==> config.mk <==
export PLATFORM = sky130hd
export DESIGN_NAME = mw_host
export DESIGN_NICKNAME = d
export VERILOG_FILES = /design/src/rtl/mw_pkg.sv /design/src/rtl/mw_frame.sv /design/src/rtl/mw_timer.sv /design/src/rtl/mw_host.sv
export SDC_FILE = /design/constraint.sdc
export NUM_CORES = 1
export LEC_CHECK = 0
export BUFFER_PORTS_ARGS = -buffer_cell sky130_fd_sc_hd__buf_4
export CELL_PAD_IN_SITES_DETAIL_PLACEMENT = 1
export CELL_PAD_IN_SITES_GLOBAL_PLACEMENT = 2
export CORE_MARGIN = 2
export CORE_UTILIZATION = 35
export CTS_CLUSTER_DIAMETER = 80
export DETAILED_ROUTE_END_ITERATION = 12
export HOLD_SLACK_MARGIN = 0.1
export PLACE_DENSITY_LB_ADDON = 0.1
export SYNTH_ARGS = -nofsm -noshare
export SYNTH_HDL_FRONTEND = slang
export SYNTH_SLANG_ARGS = --single-unit
==> constraint.sdc <==
create_clock -name clk -period 4.3 [get_ports clk]
set_input_delay 0.215 -clock clk [delete_from_list [all_inputs] [get_ports clk]]
set_output_delay 0.215 -clock clk [all_outputs]
set_load 0.01 [all_outputs]
==> src/rtl/mw_pkg.sv <==
package mw_pkg;

    typedef enum logic [2:0] {
        OP_READ  = 3'd0,
        OP_WRITE = 3'd1,
        OP_ERASE = 3'd2,
        OP_WREN  = 3'd3,
        OP_WRDIS = 3'd4,
        OP_FILL  = 3'd5,
        OP_WIPE  = 3'd6
    } mw_op_e;

    typedef enum logic [2:0] {
        ST_GAP,
        ST_IDLE,
        ST_LOW,
        ST_HIGH,
        ST_POLL
    } mw_state_e;

    localparam logic [1:0] OPC_READ  = 2'b10;
    localparam logic [1:0] OPC_WRITE = 2'b01;
    localparam logic [1:0] OPC_ERASE = 2'b11;
    localparam logic [1:0] OPC_CTRL  = 2'b00;

    localparam logic [1:0] CTL_EN    = 2'b11;
    localparam logic [1:0] CTL_DIS   = 2'b00;
    localparam logic [1:0] CTL_FILL  = 2'b01;
    localparam logic [1:0] CTL_WIPE  = 2'b10;

endpackage

==> src/rtl/mw_frame.sv <==
module mw_frame
    import mw_pkg::*;
#(
    parameter int ADDR_W  = 6,
    parameter int DATA_W  = 16,
    parameter int FRAME_W = 3 + ADDR_W + DATA_W,
    parameter int LEN_W   = $clog2(FRAME_W + 1)
) (
    input  logic [2:0]         op,
    input  logic [ADDR_W-1:0]  addr,
    input  logic [DATA_W-1:0]  wdata,
    output logic [FRAME_W-1:0] bits,
    output logic [LEN_W-1:0]   len,
    output logic               prog
);
    localparam int CMD_W = 3 + ADDR_W;

    logic [1:0]        opc;
    logic [ADDR_W-1:0] a;
    logic [DATA_W-1:0] d;

    always_comb begin
        opc  = OPC_CTRL;
        a    = addr;
        d    = '0;
        len  = LEN_W'(CMD_W);
        prog = 1'b0;
        unique case (mw_op_e'(op))
            OP_READ: begin
                opc = OPC_READ;
                len = LEN_W'(FRAME_W);
            end
            OP_WRITE: begin
                opc  = OPC_WRITE;
                d    = wdata;
                len  = LEN_W'(FRAME_W);
                prog = 1'b1;
            end
            OP_ERASE: begin
                opc  = OPC_ERASE;
                prog = 1'b1;
            end
            OP_WREN: a = {CTL_EN, {(ADDR_W-2){1'b0}}};
            OP_FILL: begin
                a    = {CTL_FILL, {(ADDR_W-2){1'b0}}};
                d    = wdata;
                len  = LEN_W'(FRAME_W);
                prog = 1'b1;
            end
            OP_WIPE: begin
                a    = {CTL_WIPE, {(ADDR_W-2){1'b0}}};
                prog = 1'b1;
            end
            default: a = {CTL_DIS, {(ADDR_W-2){1'b0}}};
        endcase
        bits = {1'b1, opc, a, d};
    end

endmodule

==> src/rtl/mw_timer.sv <==
module mw_timer #(
    parameter int W       = 8,
    parameter int RST_VAL = 0
) (
    input  logic         clk,
    input  logic         rst_n,
    input  logic         ld,
    input  logic [W-1:0] val,
    output logic         zero
);
    logic [W-1:0] cnt;

    always_ff @(posedge clk or negedge rst_n) begin
        if (!rst_n)
            cnt <= W'(RST_VAL);
        else if (ld)
            cnt <= val;
        else if (cnt != '0)
            cnt <= cnt - 1'b1;
    end

    assign zero = (cnt == '0);

endmodule

==> src/rtl/mw_host.sv <==
module mw_host
    import mw_pkg::*;
#(
    parameter int ADDR_W   = 6,
    parameter int DATA_W   = 16,
    parameter int SK_HI    = 4,
    parameter int SK_LO    = 4,
    parameter int CS_GAP   = 8,
    parameter int POLL_MAX = 100000
) (
    input  logic              clk,
    input  logic              rst_n,
    input  logic              req_valid,
    output logic              req_ready,
    input  logic [2:0]        req_op,
    input  logic [ADDR_W-1:0] req_addr,
    input  logic [DATA_W-1:0] req_wdata,
    output logic              rsp_done,
    output logic [DATA_W-1:0] rsp_rdata,
    output logic              rsp_timeout,
    output logic              mw_cs,
    output logic              mw_sk,
    output logic              mw_di,
    input  logic              mw_do
);
    localparam int FRAME_W = 3 + ADDR_W + DATA_W;
    localparam int LEN_W   = $clog2(FRAME_W + 1);
    localparam int PH_MAX  = (SK_HI > SK_LO) ? SK_HI : SK_LO;
    localparam int T1_MAX  = (PH_MAX > CS_GAP) ? PH_MAX : CS_GAP;
    localparam int T_MAX   = (T1_MAX > POLL_MAX) ? T1_MAX : POLL_MAX;
    localparam int TMR_W   = $clog2(T_MAX + 1);

    mw_state_e state_q, state_d;

    logic               tmr_ld, tmr_zero;
    logic [TMR_W-1:0]   tmr_val;
    logic [FRAME_W-1:0] f_bits;
    logic [LEN_W-1:0]   f_len;
    logic               f_prog;

    logic [FRAME_W-2:0] tx;
    logic [DATA_W-1:0]  rx;
    logic [LEN_W-1:0]   len_q, sent;
    logic               prog_q, poll_pend, done_pend;
    logic               last_bit;

    mw_frame #(.ADDR_W(ADDR_W), .DATA_W(DATA_W), .FRAME_W(FRAME_W), .LEN_W(LEN_W)) i_frame (
        .op    (req_op),
        .addr  (req_addr),
        .wdata (req_wdata),
        .bits  (f_bits),
        .len   (f_len),
        .prog  (f_prog)
    );

    mw_timer #(.W(TMR_W), .RST_VAL(CS_GAP - 1)) i_timer (
        .clk   (clk),
        .rst_n (rst_n),
        .ld    (tmr_ld),
        .val   (tmr_val),
        .zero  (tmr_zero)
    );

    assign last_bit  = (sent == len_q - 1'b1);
    assign req_ready = (state_q == ST_IDLE);
    assign rsp_rdata = rx;

    // state register
    always_ff @(posedge clk or negedge rst_n) begin
        if (!rst_n)
            state_q <= ST_GAP;
        else
            state_q <= state_d;
    end

    // next state and phase timer reload
    always_comb begin
        state_d = state_q;
        tmr_ld  = 1'b0;
        tmr_val = '0;
        unique case (state_q)
            ST_GAP: if (tmr_zero) begin
                if (poll_pend) begin
                    state_d = ST_POLL;
                    tmr_ld  = 1'b1;
                    tmr_val = TMR_W'(POLL_MAX - 1);
                end else begin
                    state_d = ST_IDLE;
                end
            end
            ST_IDLE: if (req_valid) begin
                state_d = ST_LOW;
                tmr_ld  = 1'b1;
                tmr_val = TMR_W'(SK_LO - 1);
            end
            ST_LOW: if (tmr_zero) begin
                state_d = ST_HIGH;
                tmr_ld  = 1'b1;
                tmr_val = TMR_W'(SK_HI - 1);
            end
            ST_HIGH: if (tmr_zero) begin
                tmr_ld = 1'b1;
                if (last_bit) begin
                    state_d = ST_GAP;
                    tmr_val = TMR_W'(CS_GAP - 1);
                end else begin
                    state_d = ST_LOW;
                    tmr_val = TMR_W'(SK_LO - 1);
                end
            end
            ST_POLL: if (mw_do || tmr_zero) begin
                state_d = ST_GAP;
                tmr_ld  = 1'b1;
                tmr_val = TMR_W'(CS_GAP - 1);
            end
            default: state_d = ST_GAP;
        endcase
    end

    // outputs and datapath
    always_ff @(posedge clk or negedge rst_n) begin
        if (!rst_n) begin
            mw_cs       <= 1'b0;
            mw_sk       <= 1'b0;
            mw_di       <= 1'b0;
            tx          <= '0;
            rx          <= '0;
            len_q       <= '0;
            sent        <= '0;
            prog_q      <= 1'b0;
            poll_pend   <= 1'b0;
            done_pend   <= 1'b0;
            rsp_done    <= 1'b0;
            rsp_timeout <= 1'b0;
        end else begin
            rsp_done <= 1'b0;
            unique case (state_q)
                ST_GAP: if (tmr_zero) begin
                    if (poll_pend) begin
                        mw_cs     <= 1'b1;
                        poll_pend <= 1'b0;
                    end else if (done_pend) begin
                        rsp_done  <= 1'b1;
                        done_pend <= 1'b0;
                    end
                end
                ST_IDLE: if (req_valid) begin
                    tx          <= f_bits[FRAME_W-2:0];
                    mw_di       <= f_bits[FRAME_W-1];
                    len_q       <= f_len;
                    prog_q      <= f_prog;
                    sent        <= '0;
                    mw_cs       <= 1'b1;
                    rsp_timeout <= 1'b0;
                end
                ST_LOW: if (tmr_zero) mw_sk <= 1'b1;
                ST_HIGH: if (tmr_zero) begin
                    mw_sk <= 1'b0;
                    rx    <= {rx[DATA_W-2:0], mw_do};
                    sent  <= sent + 1'b1;
                    tx    <= {tx[FRAME_W-3:0], 1'b0};
                    if (last_bit) begin
                        mw_cs     <= 1'b0;
                        mw_di     <= 1'b0;
                        poll_pend <= prog_q;
                        done_pend <= !prog_q;
                    end else begin
                        mw_di <= tx[FRAME_W-2];
                    end
                end
                ST_POLL: if (mw_do || tmr_zero) begin
                    mw_cs       <= 1'b0;
                    done_pend   <= 1'b1;
                    rsp_timeout <= !mw_do;
                end
                default: ;
            endcase
        end
    end

endmodule

# Word-level counts from Yosys, hierarchy flattened
# Index checks and enable logic that the tools add are counted.
# Widths: inputs -> output; s select.
[classes]
n_reduce_logical = 28
n_addsub = 3
muxes = 64
n_eq_ne = 18
[ops]
columns = ["op", "count"]
rows = [
  ["$pmux 17 s5", 1],
  ["$mux 17", 4],
  ["$mux 24", 2],
  ["$pmux 24 s2", 1],
  ["$mux 1", 29],
  ["$mux 3", 9],
  ["$pmux 6 s4", 1],
  ["$logic_not 17->1", 1],
  ["$reduce_bool 17->1", 1],
  ["$sub 17x1->17 const B", 1],
  ["$mux 16", 1],
  ["$ne 2x2->1 const B", 8],
  ["$mux 5", 3],
  ["$pmux 3 s5", 1],
  ["$eq 3x2->1 const B", 4],
  ["$pmux 5 s2", 1],
  ["$reduce_bool 2->1", 5],
  ["$eq 3x3->1 const B", 3],
  ["$reduce_and 3->1", 3],
  ["$pmux 1 s2", 4],
  ["$pmux 1 s4", 2],
  ["$reduce_and 7->1", 1],
  ["$eq 3x1->1 const B", 2],
  ["$logic_not 3->1", 2],
  ["17 further kinds", 23],
]
[word_totals]
reg_bits = 78
input_bits = 29

# Logic depth before layout (Yosys ltp)
[logic_depth]
depth_word = 6
ltp_mapped = 9
mapped_depth_nobuf = 7

# By module
# Synthesis repeated with hierarchy kept, for this count alone.
[hier_totals]
hier_cells = 472
area_unflattened_um2 = 4426.7
[modules_own_cells]
columns = ["mod", "seq_area_each_um2", "n_inst", "area_each_um2", "cells_per_inst"]
rows = [
  ["mw_host", 1526.5, 1, 3105.5, 314],
  ["mw_timer", 429.2, 1, 1058.5, 116],
  ["mw_frame", 0.0, 1, 262.8, 42],
]

# Least setup slack after synthesis
# No wires, ideal clock.
[synth_timing]
path_type = "register -> register"
from = "register i_timer.cnt[10]"
to = "register rx[13] (netlist: rsp_rdata[13])"
slack_ns = 2.163
setup_ns = 0.125
arrival_time_ns = 2.012
n_path_buf = 1
synth_period_minus_slack_ns = 2.137
stages_incl_launch_ff = 6
path_cell_list = "dfrtp_1 -> or4_4 -> nand4b_4 -> nor3_4 -> buf_2 -> mux2_2"
[synth_between]
elab_chain_cells = 2
[synth_rtl]
columns = ["item", "line_no", "source"]
rows = [
  ["start, declared", "mw_timer.sv:11", "logic [W-1:0] cnt;"],
  ["start signal, assigned", "mw_timer.sv:15", "cnt <= W'(RST_VAL);"],
  ["start signal, assigned", "mw_timer.sv:17", "cnt <= val;"],
  ["start signal, assigned", "mw_timer.sv:19", "cnt <= cnt - 1'b1;"],
  ["$logic_not 17->1", "mw_timer.sv:22", "assign zero = (cnt == '0);"],
  ["$reduce_and 2->1 (no line)", "n/a", ""],
  ["end signal, assigned", "mw_host.sv:159", "rx <= {rx[DATA_W-2:0], mw_do};"],
  ["end, declared", "mw_host.sv:42", "logic [DATA_W-1:0] rx;"],
]
# Every way passes these cells.
# A chain may end at the register's enable or synchronous reset.

# Final worst setup path
[layout_timing]
from = "register state_q[0]"
to = "register rx[13] (netlist: rsp_rdata[13])"
[layout_between]
elab_chain_cells = 2
[layout_rtl]
columns = ["item", "line_no", "source"]
rows = [
  ["start, declared", "mw_host.sv:33", "mw_state_e state_q, state_d;"],
  ["start signal, assigned", "mw_host.sv:73", "state_q <= state_d;"],
  ["$eq 3x2->1", "mw_host.sv:137", "unique case (state_q)"],
  ["$reduce_and 2->1 (no line)", "n/a", ""],
]
# Every way passes these cells.

==> metrics.yaml <==
status: "finished, final reports clean"
power.leakage_nw: 1.855
synth_nets: 397
synth_top_cells_by_count: "72 x sky130_fd_sc_hd__dfrtp_1, 46 x sky130_fd_sc_hd__nor2_1, 35 x sky130_fd_sc_hd__nand2_1, 22 x sky130_fd_sc_hd__nand3_1, 21 x sky130_fd_sc_hd__o21ai_0"
routed_wl_mm: 9.263
slew_limit_headroom: 0.3314
post_synth_num_cell_types: 56
routed-via-count: 2912
drc: 0
synth_top_area_frac: 0.4893
antennaDiodeCount: 0
synthMostInstantiatedCell: "sky130_fd_sc_hd__dfrtp_1"
final.fill_count: 1201
floorplan.core_area_um2: 10280
buffer_ports.inserted: 50
drtPass1Iterations: 4
grt_setup_unrepaired: "false"
clockRootBuffer: "sky130_fd_sc_hd__clkbuf_8"
clock-sinks: 75
grtUsageTotal: 0.1739
grt_pass1_vias: 2979
ys_seq_area_frac: 0.5107
timing_worst_setup_path_type: "reg -> reg"
fin_setup_tns_ns: 0
design.final.nets: 445
timing.final.crit_share: 0.6247
clock-skew-final_ns: 0.01099
fp-row-count: 37
effective_utilization_at_floorplan: 0.3583
tritoncts.num_buffers: 9
most_used_flip_flop_cell_after_synthesis: "sky130_fd_sc_hd__dfrtp_1"
cts.reportedPaths.clkPinSlew_ns: 0.09
cts.htree.levels: 3
vdd_ir_drop_max_mv: 0.1918
horiz_die_dim_um: 106.6
hold_viol_final: 0
area_used_by_multi_input_combinational_logic_um2: 1680
endpoint_kind: "flip-flop"
crit_fanout: 23
dpl_worst_slack_ns: 1.592
synthArstFlopShare: 1.000
post_synth.cell_area_avg_um2: 10.09
ctsLongestPathBuffers: 2
maximum_number_of_pins_on_one_net_before_global_route_repair: 76
drive_above_1_share: 0.2368
transition_at_the_pin_with_the_smallest_max_transition_slack_ns: 0.9997
postRouteAntennaNets: 0
clock_insertion_delay_worst_skew_ns: 0.35
drt_iter0_markers: 99
grt_antenna_before_repair: 0
synth-edff-count: 0
global_route_wire_length_before_repair_mm: 15.56
timing.max_cap.violations: 0
hold_class: "in -> reg"
route.detailed.vias_per_inst: 5.256
finalWorstSetupSlack_ns: 1.614
timing.fmax_ghz: 0.3723
die_y_um: 106.6
synth.area.top_cells: "sky130_fd_sc_hd__dfrtp_1 49%, sky130_fd_sc_hd__mux2_2 5.2%, sky130_fd_sc_hd__nor2_1 4.7%"
syn_area_um2: 3682
layout-area-overhead-vs-synth_pct: 20.46
worst_setup_path_start_kind: "flip-flop"
io_pins: 51
fin_util: 0.4316
cts_tree: "done"
overflow: 0
worstPathRequired_ns: 4.53
synthesis.instances: 365
power.density_nw_per_um2: 325.1
drt-wirelength-per-cell_um: 16.72
slew_violations: 0
regArea_um2: 1881
setup_viol: 0
period_needed_ns: 2.686
worst-endpoint-arrival_ns: 2.92
ys_warn_count: 0
synth_largest_area_cell: "sky130_fd_sc_hd__dfrtp_1"
ys_seq_elements: 75
fp.dieArea_um2: 11360
gp_routability_congestion: 0.8517
place.detailed.hpwl_mm: 6.309
[repair_timing]
| item | 4_1_cts | 5_1_grt |
|---|---|---|
| hold buffers | 3 | 0 |
| buffers inserted | 0 | 0 |
| hold endpoints to repair | 74 | 0 |
| resized for setup | 0 | 0 |
[flip-flops by register name, summed over array words and instances (netlist names)]
| name | flops |
|---|---|
| rsp_done | 1 |
| sent | 5 |
| mw_sk | 1 |
| mw_di | 1 |
| len_q | 2 |
| tx | 24 |
| state_q | 3 |
| i_timer.cnt | 17 |
| rsp_timeout | 1 |
| poll_pend | 1 |
| rsp_rdata | 16 |
| prog_q | 1 |
| mw_cs | 1 |
| done_pend | 1 |
[report_power, final]
part | switching [mW] | leakage [nW] | internal, mW
registers | 0.000469 | 0.871 | 0.705
logic | 0.0294 | 0.868 | 0.0238
clock network | 0.293 | 0.116 | 0.390
[critical path, stage by stage, from the launching register on]
cell	delay (ns)
sky130_fd_sc_hd__dfrtp_1	0.62
sky130_fd_sc_hd__nand2b_1	0.18
sky130_fd_sc_hd__or2_2	0.51
sky130_fd_sc_hd__nor3_4	0.83
sky130_fd_sc_hd__mux2_2	0.42
[final timing paths]
check / start / endpoint / slack [ns] / depth (start not counted)
max: state_q[0] / rsp_rdata[13] / 1.61 / 4
min: req_wdata[0] / tx[0] / 0.12 / 2
max reg2reg: state_q[0] / rsp_rdata[13] / 1.61 / 4
min reg2reg: tx[5] / tx[5] / 0.48 / 2
max in group asynchronous: rst_n / state_q[2] / 3.11 / 2
min in group asynchronous: rst_n / i_timer.cnt[5] / 0.54 / 2
[layout make-up]
| class | count | area share |
|---|---|---|
| inverter | 8 | 0.006770 |
| clock buffer | 9 | 0.02793 |
| tap | 136 | 0.03836 |
| clock inverter | 7 | 0.02764 |
| timing repair buffer | 56 | 0.09647 |
| sequential | 75 | 0.4240 |
| multi-input combinational | 263 | 0.3788 |
[cell usage in the layout (no fill, tap or decap), types with 4 or more instances in the layout]
master / instances
sky130_fd_sc_hd__dfrtp_1: 72
sky130_fd_sc_hd__buf_4: 53
sky130_fd_sc_hd__nor2_1: 46
sky130_fd_sc_hd__nand2_1: 35
sky130_fd_sc_hd__nand3_1: 22
sky130_fd_sc_hd__o21ai_0: 21
sky130_fd_sc_hd__a31oi_1: 17
sky130_fd_sc_hd__mux2_2: 17
sky130_fd_sc_hd__a21oi_1: 13
sky130_fd_sc_hd__xnor2_1: 9
sky130_fd_sc_hd__clkbuf_8: 9
sky130_fd_sc_hd__inv_1: 8
sky130_fd_sc_hd__or3_1: 8
sky130_fd_sc_hd__nor3_1: 7
sky130_fd_sc_hd__xor2_1: 6
sky130_fd_sc_hd__a221oi_1: 5
sky130_fd_sc_hd__nand2b_1: 4
sky130_fd_sc_hd__nor2b_1: 4
sky130_fd_sc_hd__a211oi_1: 4
[metrics by stage]
step	std cells	hold slack, ns	cell area (µm²)	total power, mW
after floorplan	365	-0.08059	3682	0.7305
after global placement	535	0.4459	4159	0.7727
after detailed placement	535	0.4472	4159	0.7729
after CTS	554	0.1113	4436	1.463
after global routing	554	0.1092	4436	1.497
final	554	0.1215	4436	1.442
[layer usage]
layer,global-route usage,part of all wire,vias up
met2,0.2734,0.46,58
met3,0.03587,0.036,15
met4,0.06308,0.017,0
met1,0.2377,0.49,1437
li1,-,-,1402
met5,0,0,-
[logic make-up after synthesis]
group | count (synthesis) | share of synthesized area
compound gates | 81 | 0.1502
xor+xnor | 16 | 0.04179
fa+ha+maj | 3 | 0.01019
buf+inv | 27 | 0.03296
flops | 75 | 0.5107
mux | 17 | 0.05199
simple gates | 146 | 0.2022
Note: power is estimated with default switching activity, not from simulation.
